===== config.mk =====
export PLATFORM = sky130hd
export DESIGN_NAME = prio_vec_intc
export DESIGN_NICKNAME = d
export VERILOG_FILES = /design/src/rtl/prio_vec_intc_pkg.sv /design/src/rtl/prio_vec_intc_regs.sv /design/src/rtl/prio_vec_intc_arb.sv /design/src/rtl/prio_vec_intc_vecsel.sv /design/src/rtl/prio_vec_intc.sv
export SDC_FILE = /design/constraint.sdc
export NUM_CORES = 1
export LEC_CHECK = 0
export BUFFER_PORTS_ARGS = -buffer_cell sky130_fd_sc_hd__buf_4
export CAP_MARGIN = 10
export CORE_MARGIN = 4
export CORE_UTILIZATION = 64
export CTS_BUF_LIST = sky130_fd_sc_hd__clkbuf_2 sky130_fd_sc_hd__clkbuf_4 sky130_fd_sc_hd__clkbuf_8
export DETAILED_ROUTE_END_ITERATION = 10
export GPL_ROUTABILITY_DRIVEN = 0
export PLACE_DENSITY = 0.88
export SYNTH_ARGS = -nofsm -noshare
export SYNTH_HDL_FRONTEND = slang
export SYNTH_SLANG_ARGS = --single-unit

===== constraint.sdc =====
create_clock -name clk -period 24.1 [get_ports clk]
set_input_delay 2.41 -clock clk [delete_from_list [all_inputs] [get_ports clk]]
set_output_delay 2.41 -clock clk [all_outputs]
set_load 0.01 [all_outputs]

===== src/rtl/prio_vec_intc_pkg.sv =====
package prio_vec_intc_pkg;

    localparam int unsigned REG_ADDR_W = 8;
    localparam int unsigned REG_DATA_W = 16;
    localparam int unsigned SRC_IDX_W  = 4;   // indexes up to 15 sources

    // register offsets
    localparam logic [REG_ADDR_W-1:0] A_CTRL_BASE = 8'h14;
    localparam logic [REG_ADDR_W-1:0] A_MASK      = 8'h36;
    localparam logic [REG_ADDR_W-1:0] A_PEND      = 8'h3A;
    localparam logic [REG_ADDR_W-1:0] A_VEC_WDOG  = 8'h42;
    localparam logic [REG_ADDR_W-1:0] A_VEC_SERA  = 8'h70;
    localparam logic [REG_ADDR_W-1:0] A_VEC_SERB  = 8'h71;

    localparam logic [7:0] FALLBACK_VEC  = 8'h0F;
    localparam logic [7:0] AUTOVEC_BASE  = 8'd24;
    localparam logic [7:0] VEC_RESET     = 8'h0F;
    localparam logic [4:0] PRESENT_FLOOR = 5'd4;

    typedef struct packed {
        logic [2:0] level;
        logic [7:0] vector;
    } irq_out_t;

    function automatic logic [7:0] ctrl_reset_value(input int unsigned src);
        if (src >= 1 && src <= 7)       return 8'(src * 4);
        else if (src == 8)              return 8'h1C;
        else if (src >= 9 && src <= 11) return 8'h80;
        else                            return 8'h00;
    endfunction

endpackage


===== src/rtl/prio_vec_intc_regs.sv =====
module prio_vec_intc_regs
    import prio_vec_intc_pkg::*;
#(
    parameter int unsigned NUM_SRC = 13
) (
    input  logic                         clk,
    input  logic                         rst_n,
    input  logic                         wr_en,
    input  logic [REG_ADDR_W-1:0]        addr,
    input  logic [REG_DATA_W-1:0]        wr_data,
    input  logic [NUM_SRC-1:0]           src_req,
    output logic [REG_DATA_W-1:0]        rd_data,
    output logic [NUM_SRC:1][7:0]        ctrl_q,
    output logic [NUM_SRC:1]             mask_q,
    output logic [NUM_SRC:1]             pend,
    output logic [7:0]                   vec_wdog_q,
    output logic [7:0]                   vec_sera_q,
    output logic [7:0]                   vec_serb_q
);

    assign pend = src_req;

    always_ff @(posedge clk or negedge rst_n) begin
        if (!rst_n) begin
            for (int n = 1; n <= int'(NUM_SRC); n++) begin
                ctrl_q[n] <= ctrl_reset_value(n);
            end
            mask_q     <= '1;
            vec_wdog_q <= VEC_RESET;
            vec_sera_q <= VEC_RESET;
            vec_serb_q <= VEC_RESET;
        end else if (wr_en) begin
            for (int n = 1; n <= int'(NUM_SRC); n++) begin
                if (addr == A_CTRL_BASE + 8'(n - 1)) begin
                    ctrl_q[n] <= wr_data[7:0];
                end
            end
            if (addr == A_MASK)     mask_q     <= wr_data[NUM_SRC:1];
            if (addr == A_VEC_WDOG) vec_wdog_q <= wr_data[7:0];
            if (addr == A_VEC_SERA) vec_sera_q <= wr_data[7:0];
            if (addr == A_VEC_SERB) vec_serb_q <= wr_data[7:0];
        end
    end

    always_comb begin
        rd_data = '0;
        for (int n = 1; n <= int'(NUM_SRC); n++) begin
            if (addr == A_CTRL_BASE + 8'(n - 1)) begin
                rd_data = {8'h00, ctrl_q[n]};
            end
        end
        unique case (addr)
            A_MASK:     rd_data = REG_DATA_W'({mask_q, 1'b0});
            A_PEND:     rd_data = REG_DATA_W'({pend, 1'b0});
            A_VEC_WDOG: rd_data = {8'h00, vec_wdog_q};
            A_VEC_SERA: rd_data = {8'h00, vec_sera_q};
            A_VEC_SERB: rd_data = {8'h00, vec_serb_q};
            default:    ;
        endcase
    end

endmodule


===== src/rtl/prio_vec_intc_arb.sv =====
module prio_vec_intc_arb
    import prio_vec_intc_pkg::*;
#(
    parameter int unsigned NUM_SRC = 13
) (
    input  logic [NUM_SRC:1]       active,
    input  logic [NUM_SRC:1][7:0]  ctrl,
    output logic                   present,
    output logic [SRC_IDX_W-1:0]   win_idx
);

    logic [NUM_SRC:1][4:0] cand_prio;

    generate
        for (genvar g = 1; g <= NUM_SRC; g++) begin : g_cand
            assign cand_prio[g] = active[g] ? ctrl[g][4:0] : 5'd0;
        end
    endgenerate

    logic [4:0] best;

    // Strictly-greater replacement: the lower index keeps a tie.
    always_comb begin
        best    = 5'd0;
        win_idx = '0;
        for (int n = 1; n <= int'(NUM_SRC); n++) begin
            if (cand_prio[n] > best) begin
                best    = cand_prio[n];
                win_idx = SRC_IDX_W'(n);
            end
        end
        present = (best >= PRESENT_FLOOR);
    end

endmodule


===== src/rtl/prio_vec_intc_vecsel.sv =====
module prio_vec_intc_vecsel
    import prio_vec_intc_pkg::*;
#(
    parameter int unsigned NUM_SRC  = 13,
    parameter int unsigned WDOG_SRC = 8,
    parameter int unsigned SERA_SRC = 12,
    parameter int unsigned SERB_SRC = 13
) (
    input  logic                   present,
    input  logic [SRC_IDX_W-1:0]   win_idx,
    input  logic [NUM_SRC:1][7:0]  ctrl,
    input  logic [7:0]             vec_wdog,
    input  logic [7:0]             vec_sera,
    input  logic [7:0]             vec_serb,
    output irq_out_t               nxt
);

    logic [7:0] win_ctrl;

    always_comb begin
        win_ctrl = 8'h00;
        for (int n = 1; n <= int'(NUM_SRC); n++) begin
            if (win_idx == SRC_IDX_W'(n)) win_ctrl = ctrl[n];
        end
    end

    always_comb begin
        nxt = '0;
        if (present) begin
            nxt.level = win_ctrl[4:2];
            if (win_ctrl[7]) begin
                nxt.vector = AUTOVEC_BASE + {5'b0, win_ctrl[4:2]};
            end else if (win_idx == SRC_IDX_W'(WDOG_SRC)) begin
                nxt.vector = vec_wdog;
            end else if (win_idx == SRC_IDX_W'(SERA_SRC)) begin
                nxt.vector = vec_sera;
            end else if (win_idx == SRC_IDX_W'(SERB_SRC)) begin
                nxt.vector = vec_serb;
            end else begin
                nxt.vector = FALLBACK_VEC;
            end
        end
    end

endmodule


===== src/rtl/prio_vec_intc.sv =====
module prio_vec_intc
    import prio_vec_intc_pkg::*;
#(
    parameter int unsigned NUM_SRC  = 13,
    parameter int unsigned WDOG_SRC = 8,
    parameter int unsigned SERA_SRC = 12,
    parameter int unsigned SERB_SRC = 13
) (
    input  logic                  clk,
    input  logic                  rst_n,
    input  logic [NUM_SRC-1:0]    src_req,
    input  logic [7:0]            bus_addr,
    input  logic                  bus_wr_en,
    input  logic [15:0]           bus_wr_data,
    output logic [15:0]           bus_rd_data,
    output logic [2:0]            irq_level,
    output logic [7:0]            irq_vector
);

    logic [NUM_SRC:1][7:0] ctrl_regs;
    logic [NUM_SRC:1]      mask_bits;
    logic [NUM_SRC:1]      pend_bits;
    logic [NUM_SRC:1]      active_bits;
    logic [7:0]            vec_wdog, vec_sera, vec_serb;
    logic                  win_present;
    logic [SRC_IDX_W-1:0]  win_idx;
    irq_out_t              out_nxt, out_q;

    prio_vec_intc_regs #(.NUM_SRC(NUM_SRC)) u_regs (
        .clk        (clk),
        .rst_n      (rst_n),
        .wr_en      (bus_wr_en),
        .addr       (bus_addr),
        .wr_data    (bus_wr_data),
        .src_req    (src_req),
        .rd_data    (bus_rd_data),
        .ctrl_q     (ctrl_regs),
        .mask_q     (mask_bits),
        .pend       (pend_bits),
        .vec_wdog_q (vec_wdog),
        .vec_sera_q (vec_sera),
        .vec_serb_q (vec_serb)
    );

    assign active_bits = pend_bits & ~mask_bits;

    prio_vec_intc_arb #(.NUM_SRC(NUM_SRC)) u_arb (
        .active  (active_bits),
        .ctrl    (ctrl_regs),
        .present (win_present),
        .win_idx (win_idx)
    );

    prio_vec_intc_vecsel #(
        .NUM_SRC  (NUM_SRC),
        .WDOG_SRC (WDOG_SRC),
        .SERA_SRC (SERA_SRC),
        .SERB_SRC (SERB_SRC)
    ) u_vecsel (
        .present  (win_present),
        .win_idx  (win_idx),
        .ctrl     (ctrl_regs),
        .vec_wdog (vec_wdog),
        .vec_sera (vec_sera),
        .vec_serb (vec_serb),
        .nxt      (out_nxt)
    );

    always_ff @(posedge clk or negedge rst_n) begin
        if (!rst_n) out_q <= '0;
        else        out_q <= out_nxt;
    end

    assign irq_level  = out_q.level;
    assign irq_vector = out_q.vector;

endmodule


==> results by stage <==
Clock tree:
- TritonCTS built the clock tree.
- The root cell of the clock tree is sky130_fd_sc_hd__clkbuf_8.
- The number of gates given a new drive strength after cts is 0.
- No sink is reached through more buffers than the 2 on the longest clock path.
- CTS saw 152 sinks.
- The maximum level of the CTS H-tree is 4.
- Clock-pin slew was measured on the worst setup and hold paths at 80 ps.
- After clock tree synthesis, the setup repair step added 0 buffers.
- The total of hold buffers inserted after clock tree synthesis is 0.
- For the worst-skew pair, the clock arrives at the later sink with an insertion delay of 460 ps.
- The number of CTS-inserted buffers is 17.

Floorplan:
- The die covers 18,800 µm².
- Measured along the x axis, the die boundary spans 137 µm.
- The initial standard-cell utilization of the core is 0.661.
- The vertical die dimension is 137 µm.
- During I/O placement, the number of pins put on the boundary was 67.
- The number of core rows is 46.
- The standard cell core area is 16,100 µm².

Logic synthesis:
- The share of the Yosys chip area taken by registers is 0.362.
- After synthesis, the most frequently instantiated cells are sky130_fd_sc_hd__mux2_2, sky130_fd_sc_hd__dfrtp_1, sky130_fd_sc_hd__nand2_1.
- Counting distinct cell types in the post-synthesis netlist gives 91.
- After synthesis the cells add up to 10,700 µm².
- By instance count, the leading cell after synthesis is sky130_fd_sc_hd__mux2_2.
- The biggest area contributor in the post-synthesis netlist is sky130_fd_sc_hd__dfrtp_1.
- Yosys attributes the largest share of cell area to sky130_fd_sc_hd__dfrtp_1, sky130_fd_sc_hd__mux2_2, sky130_fd_sc_hd__dfstp_2.
- The portion of synthesized cell area occupied by the leading cell type is 0.256.
- After synthesis, the mean cell area works out to 10.3 µm².
- The cell count after synthesis came out at 1,034.
- The share of flip-flops with an asynchronous set or reset is 1.00.
- The most used flip-flop cell after synthesis is sky130_fd_sc_hd__dfrtp_1.
- Yosys printed 0 warnings.
- After synthesis the netlist holds a flip-flop and latch count of 152.
- The number of enable-type register cells in the synthesized netlist is 0.

Detailed routing:
- After detailed routing, the number of vias per cell comes to 7.33.
- Wires add up to 34,100 µm.
- The first routing iteration left 1,474 violations.
- The count of nets left with antenna violations once routing finished came out at 0.
- The final route contains 9,679 vias.
- The count of TritonRoute iterations in the first routing pass is 7.
- The final routed wire length divided by cell count is 25.8 µm.
- The remaining design rule violation count is 0.

STA:
- The final worst-path cycle share is 0.951.
- The peak clock frequency supported by timing is 0.0436 GHz.
- The number of hold violations in the final report is 0.
- For the pin with the worst max-slew slack, the measured transition is 1290 ps.
- Setup repair after global routing left no endpoint under its margin.
- The remaining max-slew budget at the tightest pin is 0.133.
- The final-report max-slew violation count came to 0.
- The final number of setup-violating endpoints is 0.
- The clock skew is 10.3 ps.
- The total negative slack for setup checks is 0 ps.
- The worst path needs 22,910 ps of the cycle, external delays included.

Global routing:
- Entering global routing, the biggest net connects 89 pins.
- Global routing finished with a remaining overflow of 0.
- The number of global-route vias before repair is 9,565.
- The number of antenna violations at the first check in global routing is 0.
- The first global-routing pass estimated 53,400 µm of wire.
- For this run, the total global-route usage over all layers was measured as 0.373.

Worst hold path:
- The path class of the lowest-slack min-delay path is reg2reg.

Cells and area:
- 0 antenna diodes ended up in the layout.
- The final layout contains 1,191 nets.
- The area added between synthesis and finish is 10.6%.
- Of the cells placed in the final design, the portion with a size suffix greater than 1 is 0.311.

Run status:
- The flow ran to the end, and the final reports show no timing, DRC or antenna violations.

Setup path:
- The worst setup path category is in2reg.
- The required time of the critical path is 24,420 ps.
- The most numerous cell type found on the critical path is sky130_fd_sc_hd__ha_1.
- The largest single stage delay on the critical path is 740 ps.
- The critical path's slowest cell is sky130_fd_sc_hd__o21ai_1.
- The sort of element at the end of the critical path is a flop.
- At the worst endpoint, the arrival time is 23,230 ps.
- STA classifies the critical path startpoint as an input pin.
- Of all nets on the critical path, the largest fanout is 15.

Place:
- The detailed placement HPWL is 24,000 µm.
- The number of port buffers is 62.

Job:
- The total of max-cap violations is 0.
routing by layer:
| layer | global-route usage | wire (µm) |
|---|---|---|
| met3 | 0.0930 | 4260 |
| met5 | 0 | 0 |
| met1 | 0.472 | 12200 |
| met2 | 0.582 | 15300 |
| met4 | 0.218 | 2350 |
worst paths after layout:
check	start	endpoint	slack, ps	cells after the start
min reg2reg	u_regs.ctrl_q[21]$_DFFE_PN0P_	u_regs.ctrl_q[21]$_DFFE_PN0P_	510	1
max	src_req[0]	irq_vector[2]$_DFF_PN0_	1190	82
min	u_regs.ctrl_q[21]$_DFFE_PN0P_	u_regs.ctrl_q[21]$_DFFE_PN0P_	510	1
max in group asynchronous	rst_n	u_regs.vec_serb_q[4]$_DFFE_PN0P_	20630	2
min in group asynchronous	rst_n	u_regs.ctrl_q[20]$_DFFE_PN0P_	1930	1
max reg2reg	u_regs.mask_q[1]$_DFFE_PN1P_	irq_vector[2]$_DFF_PN0_	2900	81
through the flow:
stage	util	std cells	worst slack [ps]	area, µm²	hold WS, ps
4_1_cts	0.731	1320	1560	11800	510
3_3_place_gp	0.702	1288	1590	11300	483
2_1_floorplan	-	1035	4280	10700	474
5_1_grt	0.731	1320	2.36	11800	520
6_report	0.731	1320	1190	11800	509
3_5_place_dp	0.702	1288	1150	11300	490
final cells by class:
type / instances / area [µm²]
Multi-Input combinational cell: 829 / 6580
Fill cell: 1042 / 4340
Sequential cell: 152 / 3860
Timing Repair Buffer: 70 / 529
Tap cell: 216 / 270
Clock buffer: 18 / 248
Clock inverter: 14 / 219
Inverter: 21 / 78.8
registers in the layout, indices dropped and copies added, names as in the netlist:
register,count
u_regs.vec_wdog_q,8
u_regs.mask_q,13
u_regs.vec_serb_q,8
irq_level,3
u_regs.ctrl_q,104
irq_vector,8
u_regs.vec_sera_q,8
critical path, delay by kind of cell:
family / cells / cell delay [ps]
adders and majority gates: 12 / 3820
muxes: 3 / 1170
and+or+nand+nor: 32 / 7070
buffers and inverters: 5 / 590
AOI/OAI and AO/OA: 30 / 8130
cells by family after synthesis:
kind of cell               share of synthesized area
AOI/OAI and AO/OA                              0.192
buffers and inverters                         0.0215
adders and majority gates                     0.0705
muxes                                          0.188
DFF                                            0.362
other                                       0.000352
and+or+nand+nor                                0.166
cells in the final DEF (no fill, tap or decap), drive strengths merged, types with 18 or more instances in the layout:
cell type  instances
clkbuf            18
inv               24
dfrtp            109
a22oi             29
nor2b             29
nor2              53
and3              20
buf               70
mux2             147
nand3             34
ha                60
a21oi             44
o21ai             40
dfstp             43
nand2             90
a22o              20
and2              47
Power is left out: the tool's default activity adds up to more than one toggle a clock period on the data nets, which glitch-free logic cannot reach.
